File: src/rtl/modem_link_pkg.sv
package modem_link_pkg;
  localparam int unsigned MDM_LINES   = 4;
  localparam int unsigned SYNC_DEPTH  = 2;
  localparam int unsigned IDX_CTS     = 0;
  localparam int unsigned IDX_DSR     = 1;
  localparam int unsigned IDX_RING    = 2;
  localparam int unsigned IDX_DCD     = 3;
  localparam int unsigned CTL_W       = MDM_LINES + 1;
  localparam int unsigned STS_W       = 2 * MDM_LINES;

  typedef logic [MDM_LINES-1:0] mdm_vec_t;
endpackage

File: src/rtl/mdm_sync.sv
module mdm_sync #(
  parameter int unsigned WIDTH  = 4,
  parameter int unsigned STAGES = 2,
  parameter logic        RST_VAL = 1'b1
) (
  input  logic             clk,
  input  logic             rst_n,
  input  logic [WIDTH-1:0] din,
  output logic [WIDTH-1:0] dout
);
  logic [WIDTH-1:0] chain_q [STAGES];
  logic [WIDTH-1:0] chain_d [STAGES];

  always_comb begin
    chain_d[0] = din;
    for (int s = 1; s < STAGES; s++) chain_d[s] = chain_q[s-1];
  end

  always_ff @(posedge clk or negedge rst_n) begin
    if (!rst_n) begin
      for (int s = 0; s < STAGES; s++) chain_q[s] <= {WIDTH{RST_VAL}};
    end else begin
      for (int s = 0; s < STAGES; s++) chain_q[s] <= chain_d[s];
    end
  end

  assign dout = chain_q[STAGES-1];
endmodule

File: src/rtl/mdm_route.sv
module mdm_route
  import modem_link_pkg::*;
(
  input  logic     loop_en,
  input  mdm_vec_t ctl_bits,
  input  mdm_vec_t ext_sync_n,
  input  logic     ser_tx,
  input  logic     pin_sin,
  output mdm_vec_t out_pins_n,
  output mdm_vec_t sts_lvl,
  output logic     ser_rx,
  output logic     pin_sout
);
  always_comb begin
    if (loop_en) begin
      out_pins_n = '1;
      sts_lvl    = ctl_bits;
      ser_rx     = ser_tx;
      pin_sout   = 1'b1;
    end else begin
      out_pins_n = ~ctl_bits;
      sts_lvl    = ~ext_sync_n;
      ser_rx     = pin_sin;
      pin_sout   = ser_tx;
    end
  end
endmodule

File: src/rtl/mdm_delta.sv
module mdm_delta
  import modem_link_pkg::*;
#(
  parameter int unsigned WIDTH    = MDM_LINES,
  parameter int unsigned RING_IDX = IDX_RING
) (
  input  logic             clk,
  input  logic             rst_n,
  input  logic [WIDTH-1:0] lvl,
  input  logic             rd_clr,
  output logic [WIDTH-1:0] delta
);
  logic [WIDTH-1:0] prev_q, prev_d;
  logic [WIDTH-1:0] delta_q, delta_d;
  logic [WIDTH-1:0] hit;

  for (genvar i = 0; i < WIDTH; i++) begin : g_edge
    if (i == RING_IDX) begin : g_rise
      assign hit[i] = lvl[i] & ~prev_q[i];
    end else begin : g_any
      assign hit[i] = lvl[i] ^ prev_q[i];
    end
  end

  always_comb begin
    prev_d  = lvl;
    delta_d = (delta_q & ~{WIDTH{rd_clr}}) | hit;
  end

  always_ff @(posedge clk or negedge rst_n) begin
    if (!rst_n) begin
      prev_q  <= '0;
      delta_q <= '0;
    end else begin
      prev_q  <= prev_d;
      delta_q <= delta_d;
    end
  end

  assign delta = delta_q;

  // without a read, no set flag may drop
  p_hold_until_read_r5: assert property (@(posedge clk) disable iff (!rst_n)
    !rd_clr |=> ((delta_q & $past(delta_q)) == $past(delta_q)));

  // a read with no fresh change leaves every flag clear
  p_clear_on_read_r5: assert property (@(posedge clk) disable iff (!rst_n)
    (rd_clr && (lvl == prev_q)) |=> (delta_q == '0));

  // ring flag rises only on a 0-to-1 level step
  p_ring_rise_only_r4: assert property (@(posedge clk) disable iff (!rst_n)
    $rose(delta_q[RING_IDX]) |-> ($past(lvl[RING_IDX]) && !$past(prev_q[RING_IDX])));
endmodule

File: src/rtl/modem_link_ctrl.sv
module modem_link_ctrl
  import modem_link_pkg::*;
(
  input  logic             clk,
  input  logic             rst_n,
  input  logic             ctl_wr,
  input  logic [CTL_W-1:0] ctl_wdata,
  input  logic             sts_rd,
  output logic [STS_W-1:0] sts_rdata,
  input  logic             irq_en,
  output logic             irq,
  input  logic             pin_cts_n,
  input  logic             pin_dsr_n,
  input  logic             pin_ri_n,
  input  logic             pin_dcd_n,
  output logic             pin_dtr_n,
  output logic             pin_rts_n,
  output logic             pin_aux1_n,
  output logic             pin_aux2_n,
  input  logic             ser_tx,
  output logic             ser_rx,
  input  logic             pin_sin,
  output logic             pin_sout
);
  mdm_vec_t ctl_q, ctl_d;
  logic     loop_q, loop_d;
  mdm_vec_t ext_raw_n, ext_sync_n, out_n, lvl, delta;

  always_comb begin
    ctl_d  = ctl_q;
    loop_d = loop_q;
    if (ctl_wr) begin
      ctl_d  = ctl_wdata[MDM_LINES-1:0];
      loop_d = ctl_wdata[MDM_LINES];
    end
  end

  always_ff @(posedge clk or negedge rst_n) begin
    if (!rst_n) begin
      ctl_q  <= '0;
      loop_q <= 1'b0;
    end else begin
      ctl_q  <= ctl_d;
      loop_q <= loop_d;
    end
  end

  always_comb begin
    ext_raw_n[IDX_CTS]  = pin_cts_n;
    ext_raw_n[IDX_DSR]  = pin_dsr_n;
    ext_raw_n[IDX_RING] = pin_ri_n;
    ext_raw_n[IDX_DCD]  = pin_dcd_n;
  end

  mdm_sync #(.WIDTH(MDM_LINES), .STAGES(SYNC_DEPTH), .RST_VAL(1'b1)) u_sync (
    .clk  (clk),
    .rst_n(rst_n),
    .din  (ext_raw_n),
    .dout (ext_sync_n)
  );

  mdm_route u_route (
    .loop_en   (loop_q),
    .ctl_bits  (ctl_q),
    .ext_sync_n(ext_sync_n),
    .ser_tx    (ser_tx),
    .pin_sin   (pin_sin),
    .out_pins_n(out_n),
    .sts_lvl   (lvl),
    .ser_rx    (ser_rx),
    .pin_sout  (pin_sout)
  );

  mdm_delta #(.WIDTH(MDM_LINES), .RING_IDX(IDX_RING)) u_delta (
    .clk   (clk),
    .rst_n (rst_n),
    .lvl   (lvl),
    .rd_clr(sts_rd),
    .delta (delta)
  );

  assign pin_dtr_n  = out_n[0];
  assign pin_rts_n  = out_n[1];
  assign pin_aux1_n = out_n[2];
  assign pin_aux2_n = out_n[3];
  assign sts_rdata  = {lvl, delta};
  assign irq        = irq_en & (|delta);

  // handshake pins parked high in loopback
  p_pins_parked_loop_r9: assert property (@(posedge clk) disable iff (!rst_n)
    loop_q |-> ({pin_aux2_n, pin_aux1_n, pin_rts_n, pin_dtr_n} == '1));

  // serial output idles high in loopback
  p_sout_idle_loop_r7: assert property (@(posedge clk) disable iff (!rst_n)
    loop_q |-> (pin_sout && (ser_rx == ser_tx)));

  // a request always has an enabled cause
  p_irq_has_cause_r6: assert property (@(posedge clk) disable iff (!rst_n)
    irq |-> (irq_en && (sts_rdata[MDM_LINES-1:0] != '0)));
endmodule

File: config.mk
export PLATFORM = sky130hd
export DESIGN_NAME = modem_link_ctrl
export DESIGN_NICKNAME = d
export VERILOG_FILES = /design/src/rtl/modem_link_pkg.sv /design/src/rtl/mdm_sync.sv /design/src/rtl/mdm_route.sv /design/src/rtl/mdm_delta.sv /design/src/rtl/modem_link_ctrl.sv
export SDC_FILE = /design/constraint.sdc
export NUM_CORES = 1
export LEC_CHECK = 0
export CORE_MARGIN = 2
export CORE_UTILIZATION = 37
export CTS_CLUSTER_DIAMETER = 80
export DETAILED_ROUTE_END_ITERATION = 8
export GPL_TIMING_DRIVEN = 0
export PLACE_DENSITY = 0.71
export SLEW_MARGIN = 10
export SYNTH_ARGS = -nofsm -noshare
export SYNTH_HDL_FRONTEND = slang
export SYNTH_SLANG_ARGS = --single-unit
File: constraint.sdc
create_clock -name clk -period 1 [get_ports clk]
set_input_delay 0.2 -clock clk [delete_from_list [all_inputs] [get_ports clk]]
set_output_delay 0.2 -clock clk [all_outputs]
set_load 0.01 [all_outputs]
# Word-level counts from Yosys, hierarchy flattened
# Cells that the tools add are included.
dict set report word_totals {
  reg_bits 21
  latch_bits 0
  ramBits 0
  rom_bits 0
  in_bits 16
  output_inout_bits 15
  word_cells 22
  n_memories 0
}
dict set report op_classes {
  add_sub_neg 0
  n_mul 0
  n_div 0
  magnitude_cmp 0
  eq_ne 0
  shift 0
  muxes 4
  bitwise 11
  n_reduce_logical 1
}
# op n
set op_table {}
lappend op_table {{$not 4->4} 3}
lappend op_table {{$mux 4} 2}
lappend op_table {{$and 4x4->4} 1}
lappend op_table {{$or 4x4->4} 1}
lappend op_table {{$reduce_or 4->1} 1}
lappend op_table {{$xor 1x1->1} 3}
lappend op_table {{$and 1x1->1} 2}
lappend op_table {{$mux 1} 2}
lappend op_table {{$not 1->1} 1}

# Depth between registers and ports, before layout
dict set report depth {
  ltp_word 4
  depth_mapped 4
  ltp_nobuf 3
}

# Modules after synthesis
# Synthesis repeated with hierarchy kept, for this count alone.
dict set report unflattened {
  hier_cells 54
  hier_area_um2 768.2
}
# mod instances cells_per_inst area_per_inst_um2 seq_area_each_um2
set modules_own_cells {}
lappend modules_own_cells {mdm_delta 1 20 266.5 200.2}
lappend modules_own_cells {mdm_sync 1 8 210.2 210.2}
lappend modules_own_cells {modem_link_ctrl 1 11 192.7 125.1}
lappend modules_own_cells {mdm_route 1 15 98.8 0.0}

# Least setup slack after synthesis
# OpenSTA, ideal clock, no wires.
dict set report synth_path {
  path_type {register to output}
  from {register loop_q}
  to {output port ser_rx}
  arrival_ns 0.943
  required_time_ns 0.800
  slack_ns -0.143
  path_stages_with_launch 3
  n_path_buf 1
  cell_sequence {dfrtp_1 > buf_6 > mux2_2}
}
dict set report synth_between {
  elab_chain_len 1
}
# element line_no
set synth_rtl {}
lappend synth_rtl {{start: declaration} modem_link_ctrl.sv:26} ;# logic loop_q, loop_d;
lappend synth_rtl {{start signal: assignment} modem_link_ctrl.sv:44} ;# loop_q <= loop_d;
lappend synth_rtl {{$mux 1} mdm_route.sv:15} ;# if (loop_en) begin
lappend synth_rtl {{end: declaration} modem_link_ctrl.sv:21} ;# output logic ser_rx,
# No other way between the ends.

# Final worst setup path
# Ends and elaborated chain as after synthesis.

==> results list <==
* Worst voltage drop across the vdd grid: roughly 1.3 mV
- Net switching power figure: between 0.5 and 0.6 mW
- Internal portion of total power: around 1.5 mW
* Area growth from synthesis to layout: 63.44%
* Die area: 0.002552 mm^2
* Register Area: 536.8 um^2
- The synthesized design devotes to its leading area cell type approximately two fifths of total area.
- CTS tree: built
* Cell type with the highest aggregate area in the netlist: dfrtp_1
- Summing over every cut layer, the via total after detailed routing is 590.
- Required @ worst endpoint: 800 ps
- Averaged over all synthesized cells, the footprint is around 14 um^2.
- Critical path's slowest cell: dfrtp_2
* Largest net degree at the start of global routing: 22
- At the pin with the least slew margin, the transition time is 889.8 ps.
- Worst setup slack before clock tree synthesis: -569.2 ps
- Max-cap violation count: 0
* Slew Limit Fails: 0
- The initial utilization of the core area, before any placement, comes to about two fifths.
* Tightest Hold Check Type: in -> async
* Achievable frequency: 0.6665 GHz
- For this run, the post-layout net count is 121.
* Detailed-placement wirelength estimate: 1019 um
- The final reports fail on negative setup slack.
- Clock tree synthesis found a total of 21 sinks.
- Once routing completed, OpenROAD measured the worst setup slack at -500.3 ps.
* Setup repair after global routing missed its margin: true
- Total number of placement rows: 16
- Summing every instance area after synthesis gives 800.8 um^2.
- Diodes inserted: 0
* Number of vias per cell: 4.504
- Total CTS buffers: 3
- The run finished, with violations left.
- Leading post-synthesis cells by cell area: dfrtp_1 (41%), dfstp_2 (26%), mux2_2 (7.0%)
- Number of design rule violations left after detail routing: 0
- Count of port buffers added during placement: 30
* Clock-pin slew of the registers on the worst-case setup and hold paths: 110 ps
* Width of the die: roughly 51 um
* Floorplan core area: 0.002002 mm^2
- The multi-input combinational cells in the finished layout cover a total of 304.0 um^2.
- Critical path endpoint category: output pin
- Data on the critical path arrives at its endpoint at 1300 ps.
* Classification of the worst setup path: reg -> out
* Length in cells of the worst reg-to-reg path: 4
- On the worst path, the slowest cell contributes a delay of 460 ps.
* Yosys warnings: 0
- In this run switching power makes up 26.85% of total power.
- Final clock skew: roughly 2.5 ps
- Flops & latches, synth: 21
- Final hold analysis gives a worst-case slack of 128.1 ps.
* Post-layout minimum cycle time: 1500 ps
* Syn nets: 74
- Traced cell by cell, the critical path runs through buf_6 -> mux2_4 -> buf_6.
- Final setup viols: 19
- Global routing used 13.71% of the available tracks.
- The worst pin sits at a relative slew slack of around two fifths.
- Netlist cell types: 15
- Dividing total power by cell area gives a power density of 1533 mW/mm^2.
- For this run, the detailed router's first-pass iteration total came to 4.
* Placer Congestion: 0.6172
- Sequential cells were found to cover 66.88% of the synthesized design area.
- Reg power frac: ~51%
- Insertion delay to the later sink of the worst-skew pair: 290 ps
- Final hold violations: 0
- The clock passes through at most 2 buffers.
* Total gr overflow: 0
- Wirelength, routed: 1688 um
* Startpoint types: flip-flop
- CTS built an H-tree with a depth of 1.
- Routed wire length per instance: 12.89 um
- Filler cell count: 147
* Critical-path maximum fanout: 5
* DR iter-0 viols: 3
- Mapped Cells: 58
* Vertical extent of the die: 50.52 um
- The tree is rooted in a clkbuf_4.
- Clock share of power: 19.5%
- Count of antenna-violating nets left after detailed routing: 0
- Top-level port count: 31
- Wire length of the first global-routing pass: 2594 um
- In the final layout, the share of cells above drive strength 1 is 52.88%.
- Leak pwr: 0.5862 nW
- Via count of the first global-routing pass: 580
- Counting stages on the worst path, the most repeated cell is buf_6.
* Initial antenna violation count: 0
- Combinational cells account for 29.8% of the total power.
* Crit share post-route: 150.0%
==> power groups by stage <==
stage	sequential, mW	clock, mW	combinational [mW]
after global routing	1.03	0.454	0.639
after detailed placement	1.03	0	0.465
after CTS	1.01	0.413	0.537
after floorplan	1.03	0	0.187
final	1.02	0.391	0.598
after global placement	1.02	0	0.455
==> cells in the final DEF, fill, tap and decap left out <==
cell type and count:
o41a_1 1, dlygate4sd2_1 2, dfstp_2 8, o21ai_0 1
clkbuf_4 3, buf_2 6, mux2_2 4, mux2i_4 1
o21ai_4 3, nor2_1 3, inv_1 3, nand2b_4 2
a22o_1 1, clkdlybuf4s15_2 1, nand2_2 2, clkinv_2 1
clkdlybuf4s50_1 13, buf_4 8, dfrtp_1 12, nor2b_1 6
mux2_4 1, mux2i_1 3, nand2_1 2, dfrtp_2 1
nand2b_1 2, or2_4 1, buf_6 13
==> cell usage after synthesis <==
master    count
or2_2         1
o21ai_0       1
mux2i_1       4
dfrtp_1      13
nand2b_1      4
mux2_2        5
inv_1         3
a22o_1        1
nor2b_1       6
o41a_1        1
nor2_1        3
nand2_1       4
buf_6         1
dfstp_2       8
o21ai_2       3
==> critical path: cells and delay by family, from the launching register on <==
kind	cells	cell delay, ps
buffers and inverters	2	260
muxes	1	290
DFF	1	460
==> layer usage <==
metal | part of all wire (%) | vias up | track usage (%)
met5 | 0 | - | 0
met2 | 53 | 17 | 24.78
li1 | - | 285 | -
met4 | 0 | 0 | 4.054
met3 | 4.6 | 0 | 2.976
met1 | 42 | 288 | 16.21
==> stage by stage <==
stage               power [mW]  TNS [ps]  cells  utilization, %  area, um^2
floorplan                1.221    -148.2     58               -       808.3
CTS                      1.962     -5392    128           62.50        1251
finish                   2.007     -5502    131           65.38        1309
detailed placement       1.492    -14130    115           57.06        1142
global route             2.123     -6403    131           65.38        1309
global placement         1.478    -13630    115           57.06        1142
==> cell type report <==
class	count	share of cell area, %
clock inverters	1	0.3824
well taps	27	2.581
plain buffers	1	0.8604
clock buffers	3	1.721
multi-input cells	33	23.23
flip-flops and latches	21	41.01
inverters	3	0.8604
repair buffers	42	29.35
==> cells by family after synthesis <==
kind of cell    synth area share [%]
flops                          66.87
compound gates                 6.406
mux                            12.03
simple gates                   11.87
buf+inv                        2.812
==> sequential cells by signal, summed over array words and instances, names as in the netlist <==
register and flops:
u_sync.chain_d 4, u_sync.dout 4, ctl_q 4, u_delta.delta 4
loop_q 1, u_delta.prev_q 4
==> timing repair <==
item / in CTS / in global routing
buffers inserted: 8 / 4
gates cloned: 1 / 0
setup endpoints to repair: 27 / 20
hold buffers: 0 / 0
pin swaps: 4 / 2
gates resized for setup: 78 / 6
==> worst paths after layout <==
check	startpoint	to	slack, ps
hold reg to reg	u_sync.chain_d[2]$_DFF_PN1_	u_sync.dout[2]$_DFF_PN1_	360
min in group clk	pin_cts_n	u_sync.chain_d[0]$_DFF_PN1_	290
max in group asynchronous	rst_n	loop_q$_DFFE_PN0P_	270
setup / recovery	loop_q$_DFFE_PN0P_	ser_rx	-500
hold / removal	rst_n	u_delta.delta[3]$_DFF_PN0_	130
setup reg to reg	loop_q$_DFFE_PN0P_	u_delta.delta[1]$_DFF_PN0_	-140
(Power assumes the default switching activity.)
